[config.mk]
export PLATFORM = sky130hd
export DESIGN_NAME = tri_add_stall
export DESIGN_NICKNAME = d
export VERILOG_FILES = /design/src/rtl/tri_add_pkg.sv /design/src/rtl/tri_add_csa.sv /design/src/rtl/tri_add_detect.sv /design/src/rtl/tri_add_cpa.sv /design/src/rtl/tri_add_stall.sv
export SDC_FILE = /design/constraint.sdc
export NUM_CORES = 1
export LEC_CHECK = 0
export ABC_AREA = 1
export CORE_UTILIZATION = 48
export DETAILED_ROUTE_END_ITERATION = 8
export PLACE_DENSITY = 0.77
export SYNTH_ARGS = -nofsm -noshare
export SYNTH_HDL_FRONTEND = slang
export SYNTH_SLANG_ARGS = --single-unit
[constraint.sdc]
create_clock -name clk -period 28 [get_ports clk]
set_input_delay 7 -clock clk [delete_from_list [all_inputs] [get_ports clk]]
set_output_delay 7 -clock clk [all_outputs]
set_load 0.01 [all_outputs]
[src/rtl/tri_add_pkg.sv]
package tri_add_pkg;
  typedef enum logic [1:0] {
    SG_ZERO = 2'b00,
    SG_POS  = 2'b01,
    SG_RSV  = 2'b10,
    SG_NEG  = 2'b11
  } sign_e;

  localparam int BLK_WIDE = 16;
  localparam int BLK_SKIP = 4;
endpackage

[src/rtl/tri_add_csa.sv]
module tri_add_csa
  import tri_add_pkg::*;
#(
  parameter int W = 64
) (
  input  logic [W-1:0] z,
  input  logic [W-1:0] c,
  input  logic [W-1:0] n,
  input  logic [1:0]   sa,
  input  logic [1:0]   sb,
  input  logic         carry_off,
  output logic [W-1:0] s,
  output logic [W-1:0] cv,
  output logic         cin
);
  logic [W-1:0] tc, tn, maj;

  always_comb begin
    case (sign_e'(sa))
      SG_POS:  tc = c;
      SG_NEG:  tc = carry_off ? c : ~c;
      default: tc = '0;
    endcase
    case (sign_e'(sb))
      SG_POS:  tn = n;
      SG_NEG:  tn = carry_off ? n : ~n;
      default: tn = '0;
    endcase
    s   = z ^ tc ^ tn;
    maj = (z & tc) | (z & tn) | (tc & tn);
    if (carry_off) begin
      cv  = '0;
      cin = 1'b0;
    end else begin
      cv  = {maj[W-2:0], (sa == SG_NEG)};
      cin = (sb == SG_NEG);
    end
  end
endmodule

[src/rtl/tri_add_detect.sv]
module tri_add_detect
  import tri_add_pkg::*;
#(
  parameter int W = 64
) (
  input  logic [W-1:0] s,
  input  logic [W-1:0] cv,
  input  logic         carry_off,
  output logic         panic,
  output logic         dpanic
);
  localparam int NB = W / BLK_WIDE;

  logic [W-1:0]  p;
  logic [NB-1:0] act;

  assign p = s ^ cv;

  for (genvar k = 0; k < NB; k++) begin : g_blk
    assign act[k] = &p[k*BLK_WIDE +: BLK_WIDE];
  end

  always_comb begin
    logic pair;
    pair = 1'b0;
    for (int k = 0; k + 1 < NB; k++) pair = pair | (act[k] & act[k+1]);
    panic  = ~carry_off & (|act);
    dpanic = ~carry_off & pair;
  end
endmodule

[src/rtl/tri_add_cpa.sv]
module tri_add_cpa
  import tri_add_pkg::*;
#(
  parameter int W = 64
) (
  input  logic [W-1:0] s,
  input  logic [W-1:0] cv,
  input  logic         cin,
  output logic [W-1:0] sum
);
  localparam int NS = W / BLK_SKIP;

  logic [W-1:0] p, g;
  assign p = s ^ cv;
  assign g = s & cv;

  always_comb begin
    logic cy, cb, pall;
    cy  = cin;
    sum = '0;
    for (int b = 0; b < NS; b++) begin
      cb   = cy;
      pall = 1'b1;
      for (int i = b*BLK_SKIP; i < (b+1)*BLK_SKIP; i++) begin
        sum[i] = p[i] ^ cy;
        cy     = g[i] | (p[i] & cy);
        pall   = pall & p[i];
      end
      if (pall) cy = cb;
    end
  end
endmodule

[src/rtl/tri_add_stall.sv]
module tri_add_stall
  import tri_add_pkg::*;
#(
  parameter int W  = 64,
  parameter int P1 = 2,
  parameter int P2 = 6
) (
  input  logic         clk,
  input  logic         rst,
  input  logic         start,
  input  logic         carry_off,
  input  logic [W-1:0] op_z,
  input  logic [W-1:0] op_c,
  input  logic [W-1:0] op_n,
  input  logic [1:0]   sgn_a,
  input  logic [1:0]   sgn_b,
  output logic [W-1:0] sum,
  output logic         busy,
  output logic         valid,
  output logic         panic,
  output logic         dpanic
);
  localparam int CW = $clog2(P2 + 1) + 1;

  logic [W-1:0]  s_d, cv_d, s_q, cv_q, sum_d;
  logic          cin_d, cin_q, pn_d, dp_d;
  logic [CW-1:0] cnt;

  tri_add_csa #(.W(W)) u_csa (
    .z(op_z), .c(op_c), .n(op_n), .sa(sgn_a), .sb(sgn_b),
    .carry_off(carry_off), .s(s_d), .cv(cv_d), .cin(cin_d)
  );

  tri_add_detect #(.W(W)) u_det (
    .s(s_d), .cv(cv_d), .carry_off(carry_off), .panic(pn_d), .dpanic(dp_d)
  );

  tri_add_cpa #(.W(W)) u_cpa (
    .s(s_q), .cv(cv_q), .cin(cin_q), .sum(sum_d)
  );

  always_ff @(posedge clk) begin
    if (rst) begin
      s_q    <= '0;
      cv_q   <= '0;
      cin_q  <= 1'b0;
      cnt    <= '0;
      busy   <= 1'b0;
      valid  <= 1'b0;
      panic  <= 1'b0;
      dpanic <= 1'b0;
      sum    <= '0;
    end else begin
      valid <= 1'b0;
      if (!busy && start) begin
        s_q    <= s_d;
        cv_q   <= cv_d;
        cin_q  <= cin_d;
        panic  <= pn_d;
        dpanic <= dp_d;
        busy   <= 1'b1;
        cnt    <= dp_d ? CW'(P2) : (pn_d ? CW'(P1) : '0);
      end else if (busy) begin
        if (cnt == '0) begin
          sum   <= sum_d;
          valid <= 1'b1;
          busy  <= 1'b0;
        end else begin
          cnt <= cnt - 1'b1;
        end
      end
    end
  end
endmodule

**After elaboration in Yosys (flattened, before gate mapping)**

Index checks and enable logic that the tools add are counted.

- Reductions and logical operators: 12
- $add $sub $neg: 1
- Equality and inequality tests: 5
- Multiplexer cells: 30
- Bitwise operators: 257

Operator list:

| kind | number |
|---|---|
| 64-bit case mux with 2 select lines | 2 |
| 64-bit bitwise XOR | 4 |
| 63-bit bitwise AND | 4 |
| 64-bit two-way mux | 3 |
| 64-bit inverter | 2 |
| 63-bit bitwise OR | 2 |
| 1-bit bitwise AND | 113 |
| 1-bit bitwise OR | 65 |
| 16-bit AND reduction | 4 |
| 1-bit bitwise XOR | 64 |
| 1-bit two-way mux | 20 |
| 4-bit two-way mux | 3 |
| 2-bit by 1-bit == test with 1-bit output, second input constant | 2 |
| 2-bit == test, second input constant | 2 |
| 4-bit logical NOT | 1 |
| 4-bit OR reduction | 1 |
| 4-bit by 1-bit subtractor with 4-bit output, second input constant | 1 |
| 3-bit two-way mux | 1 |
| 1-bit inverter | 3 |
| 3-bit AND reduction | 1 |
| 3-bit OR reduction | 1 |
| 2-bit two-way mux | 1 |
| 2-bit != test, second input constant | 1 |
| 2-bit AND reduction | 1 |
| 3 further kinds | 3 |

- Register bits: 201
- Input bits: 200
- Output and inout port bits: 68
- Word-level logic and storage cells: 314

**Logic depth before layout (Yosys ltp)**

- Depth in word-level cells: 143
- Gate-level depth with buffers: 99
- Mapped depth without buffers: 99

**Modules after synthesis**

A second synthesis with hierarchy kept.

- Cells, all modules: 1931
- Area total of the unflattened synthesis: 14333.7 µm²

Modules (own cells, without submodules):

| module | area an instance (µm²) | instances | sequential area each (µm²) | cells each |
|---|---|---|---|---|
| tri_add_stall | 7156.9 | 1 | 4023.9 | 896 |
| tri_add_csa | 3403.3 | 1 | 0.0 | 516 |
| tri_add_cpa | 2513.7 | 1 | 0.0 | 210 |
| tri_add_detect | 1260.0 | 1 | 0.0 | 309 |

**Least setup slack after synthesis**

OpenSTA, ideal clock, no wires.

- Kind: register -> register
- From: reg s_q[0]
- To: reg sum[63]
- Period minus slack after synthesis: 28203 ps
- Stages on the path, launching flop included: 100
- Slack: -203 ps
- Path buffers: 0
- Setup time: 125 ps
- Arrival time: 28078 ps
- Data required time: 27875 ps
- Cell sequence: dfxtp_1 -> inv_1 -> fa_1 -> inv_1 -> fa_1 -> fa_1 -> fa_1 -> o21ai_0 -> nand2_1 -> fa_1 -> fa_1 -> fa_1 -> fa_1 -> or2_2 -> nand2_1 -> inv_1 -> fa_1 -> fa_1 -> [64 not listed] -> nand2_1 -> fa_1 -> fa_1 -> fa_1 -> fa_1 -> or2_2 -> and2_1 -> fa_1 -> fa_1 -> fa_1 -> fa_1 -> nand2_1 -> nand2_1 -> fa_1 -> fa_1 -> fa_1 -> xor2_1 -> a21oi_1

- Longest elaborated chain between the ends: 143
- Elaborated cells on any way between the ends: 147
- Those cells by class: mux: 15; bitwise: 132

RTL lines:

| element | line | text |
|---|---|---|
| start, declared | tri_add_stall.sv:25 | `logic [W-1:0] s_d, cv_d, s_q, cv_q, sum_d;` |
| start signal, assigned | tri_add_stall.sv:44 | `s_q <= '0;` |
| start signal, assigned | tri_add_stall.sv:56 | `s_q <= s_d;` |
| 64-bit bitwise XOR | tri_add_cpa.sv:14 | `assign p = s ^ cv;` |
| 1-bit bitwise AND | tri_add_cpa.sv:26 | `cy = g[i] \| (p[i] & cy);` |
| 1-bit bitwise OR | tri_add_cpa.sv:26 |  |
| 1-bit bitwise AND | tri_add_cpa.sv:26 |  |
| 1-bit bitwise OR | tri_add_cpa.sv:26 |  |
| 1-bit bitwise AND | tri_add_cpa.sv:26 |  |
| 1-bit bitwise OR | tri_add_cpa.sv:26 |  |
| 1-bit bitwise AND | tri_add_cpa.sv:26 |  |
| [127 not listed] | n/a |  |
| 1-bit two-way mux (*) | tri_add_cpa.sv:29 | `if (pall) cy = cb;` |
| 1-bit bitwise AND (*) | tri_add_cpa.sv:26 |  |
| 1-bit bitwise OR (*) | tri_add_cpa.sv:26 |  |
| 1-bit bitwise AND (*) | tri_add_cpa.sv:26 |  |
| 1-bit bitwise OR (*) | tri_add_cpa.sv:26 |  |
| 1-bit bitwise AND (*) | tri_add_cpa.sv:26 |  |
| 1-bit bitwise OR (*) | tri_add_cpa.sv:26 |  |
| 1-bit bitwise XOR (*) | tri_add_cpa.sv:25 | `sum[i] = p[i] ^ cy;` |
| end signal, assigned | tri_add_stall.sv:65 | `sum <= sum_d;` |
| end, declared | tri_add_stall.sv:17 | `output logic [W-1:0] sum,` |

Mark *: on every way between the ends. The rest lies on a longest branch, timed or not.
A chain may end at the register's enable or synchronous reset.

**Worst setup path after layout**

- From: reg cv_q[0]
- To: reg sum[62]

- Longest elaborated chain between the ends: 141
- Elaborated cells on any way between the ends: 145
- Those cells by class: mux: 15; bitwise: 130

RTL lines:

| element | line | text |
|---|---|---|
| start, declared | tri_add_stall.sv:25 |  |
| start signal, assigned | tri_add_stall.sv:57 | `cv_q <= cv_d;` |
| 64-bit bitwise XOR | tri_add_cpa.sv:14 |  |
| 1-bit bitwise AND | tri_add_cpa.sv:26 |  |
| 1-bit bitwise OR | tri_add_cpa.sv:26 |  |
| 1-bit bitwise AND | tri_add_cpa.sv:26 |  |
| 1-bit bitwise OR | tri_add_cpa.sv:26 |  |
| 1-bit bitwise AND | tri_add_cpa.sv:26 |  |
| 1-bit bitwise OR | tri_add_cpa.sv:26 |  |
| 1-bit bitwise AND | tri_add_cpa.sv:26 |  |
| [126 not listed] | n/a |  |
| 1-bit bitwise OR | tri_add_cpa.sv:26 |  |
| 1-bit two-way mux (*) | tri_add_cpa.sv:29 |  |
| 1-bit bitwise AND (*) | tri_add_cpa.sv:26 |  |
| 1-bit bitwise OR (*) | tri_add_cpa.sv:26 |  |
| 1-bit bitwise AND (*) | tri_add_cpa.sv:26 |  |
| 1-bit bitwise OR (*) | tri_add_cpa.sv:26 |  |
| 1-bit bitwise XOR (*) | tri_add_cpa.sv:25 |  |
| via sum_d[62] | tri_add_stall.sv:25 |  |

The timed path passes the listed nets; every way through them passes the cells marked *.

==> run metrics <==
Cell Rows=61; Peak VDD IR=41.4 µV; register area=approximately 4000 µm²; Die H=170 µm; full die area=roughly 29000 µm²; minimum clock period=27.24 ns; pwr/cell area=53.1 nW/µm²; num ports=268; fill cell count=about 2400; Post-synth ARST share=0%; Max Fclk=36.7 MHz; Synth area leaders=dfxtp_1, fa_1, o21ai_0; Hold Crit Endpoint=dpanic; critical path startpoint category=register; layout cells sized above 1=8.72%; number of flops mapped to enable cells by yosys=0; Nets=2229; worst rel slew slack=19.1%; Clk Latency, worst-skew pair=0.51 ns; worst path required time=28.43 ns; Post-Synthesis Cells=1636; die width=170 µm; area leader, netlist=dfxtp_1; Hold Crit Start=dpanic; Slew Viols, Final=0; synth-to-layout area growth=28.9%; worst-margin pin slew=roughly 1.2 ns; post-DP HPWL=26.3 mm; Non-Filler Instances=2238; MaxCap Viol Count=0; Top Metal Used=met4; Initial DRC Count=617; post-synth top area share=29.8%; dpl cells=approximately 2200; status=completed; synthesized area per cell=8.25 µm²; met3 wire len=2.42 mm; worst r2r src=cv_q[0]; critical path arrival=27.67 ns; net count of the mapped netlist=2023; Routed met2 length=18.0 mm; Critical Path Stages=99; top cells by count, synth=nor2_1, o21ai_0, dfxtp_1; port bufs=267; Initial Utilization=48.7%; Reg2Reg Depth=99; largest net degree at the start of global routing=about 120; WS Path Type=register to register; Critical Path Max Stage Delay=0.52 ns; Worst path most repeated cell=fa_2; Core Region=around 28000 µm²; crit-path max FO=3; sequential area share after synthesis=between 20% and 30%; final instance area=17400 µm²; ANT nets after route=0; period utilisation layout=a little over nine tenths; clk_skew=0.0128 ns; Fin. Hold Viols=0; Clock Sink Count=about 200; Core Util, Final=a little over three fifths; clock-pin slew on the worst setup and hold paths=approximately 0.060 ns; slowest cell on the critical path=fa_2; Pleak=about 0.0076 µW; CTS max path bufs=3; WL/cell=~17 µm; Setup-failing EPs final=0; first-pass GRT wire length=60.3 mm; WHS Path Cells=2; initial antenna violation count=2; DR vias/cell=around 5.4; Ys Warns=0; GPL Wtd Cong=approximately 0.86; multi-input logic area=8770 µm²; root buffer cell=clkbuf_16; Reg2Reg Setup Slack=0.76 ns; dominant delay contributor by cell family on the critical path=adder cells; CP endpoint kind=register; first-pass detailed-route iteration total=6; most numerous cell in the Yosys netlist=nor2_1; Residual DRC=0; GRT overflow=0; CTS Hold Buffers Added=0; vias post-DR=around 12000; CTS tree=yes; placed inst area=16400 µm²; crit path launch=cv_q[0]; H-tree Lvls=1; Synth Flop Type=dfxtp_1; number of synthesized register bits=around 200; WL met1=16.4 mm; Netlist cell types=37; min-delay worst type=register to register; All-Layer GR Usage=26.0%; CTS Buf Count=22; Worst R2R End=sum[62]; vias in the first global route=between 10000 and 15000; Setup TNS=0 ns; Buf/Inv on CP=4; Cell Area, Synth=13500 µm²; detailed-route wire length=37.8 mm
-- worst min-delay path, cell delays in order (launching register included) --
cell	delay, ns
dfxtp_1	0.31
nand2_1	0.06
a21oi_1	0.05
-- sequential cells by signal (all words and copies together), names as in the netlist --
| name | cells |
|---|---|
| busy | 1 |
| cin_q | 1 |
| cnt | 4 |
| cv_q | 64 |
| dpanic | 1 |
| panic | 1 |
| s_q | 64 |
| sum | 64 |
| valid | 1 |
-- final cells by class --
| type | count | share of cell area (%) |
|---|---|---|
| diodes | 2 | 0.0288 |
| clock buffers | 30 | 3.63 |
| clock inverters | 10 | 1.06 |
| inverters | 115 | 2.55 |
| multi-input cells | 1208 | 50.4 |
| flip-flops and latches | 201 | 23.1 |
| well taps | 378 | 2.72 |
| repair buffers | 294 | 16.4 |
-- stage by stage --
| stage | setup slack, ns | hold WS, ns | total power, µW |
|---|---|---|---|
| floorplan | 0.000542 | 0.461 | 490 |
| global placement | -0.790 | 0.458 | 589 |
| detailed placement | -1.55 | 0.455 | 596 |
| CTS | 0.0355 | 0.464 | 925 |
| global route | -0.0162 | 0.496 | 970 |
| finish | 0.762 | 0.465 | 924 |
-- logic make-up after synthesis --
logic type | Yosys count | synth area share, %
flops | 201 | 29.8
simple gates | 429 | 13.0
xor+xnor | 53 | 3.44
compound gates | 539 | 22.8
buf+inv | 227 | 6.65
fa+ha+maj | 187 | 24.3
-- routing by layer --
metal / vias up / track usage [%]
met1: 5706 / 33.8
met3: 69 / 3.73
met4: 0 / 7.13
met2: 417 / 45.1
li1: 5797 / -
met5: - / 0
-- where the power goes --
group	switching [µW]	internal, µW	total [µW]	leakage [µW]
combinational	134	121	255	0.00557
clock	121	205	326	0.000402
sequential	26.7	315	342	0.00166
total	282	641	924	0.00762
-- timing repair --
item | in CTS | in global routing
setup buffers | 0 | 3
gates resized for setup | 39 | 33
setup endpoints to repair | 5 | 4
pin swaps | 5 | 21
-- layout by cell type, fill, tap and decap left out, types with 2 or more instances in the layout --
cell	count
a211oi_1	19
a21o_1	118
a21oi_1	76
a22oi_1	2
and2_1	2
and2_4	3
buf_2	3
buf_4	27
bufinv_16	5
clkbuf_1	4
clkbuf_16	23
clkbuf_8	3
clkdlybuf4s50_1	264
clkinv_2	5
dfxtp_1	201
diode_2	2
fa_1	67
fa_2	59
ha_1	61
inv_1	106
inv_2	4
inv_4	2
nand2_1	40
nand2_2	8
nand3_1	19
nand4_1	16
nor2_1	316
nor2_2	3
nor4_1	8
o21ai_0	309
o21ai_1	2
o21ai_2	2
o22ai_1	6
or2_2	7
or2_4	2
xnor2_1	24
xor2_1	29
-- worst max-delay path by stage --
stage / endpoint / slack [ns]
after floorplan: sum[63] / 0.0005
after global placement: sum[63] / -0.79
after detailed placement: sum[63] / -1.55
after CTS: sum[63] / 0.04
after global routing: sum[62] / -0.02
final: sum[62] / 0.76
Note: power is estimated with default switching activity, not from simulation.
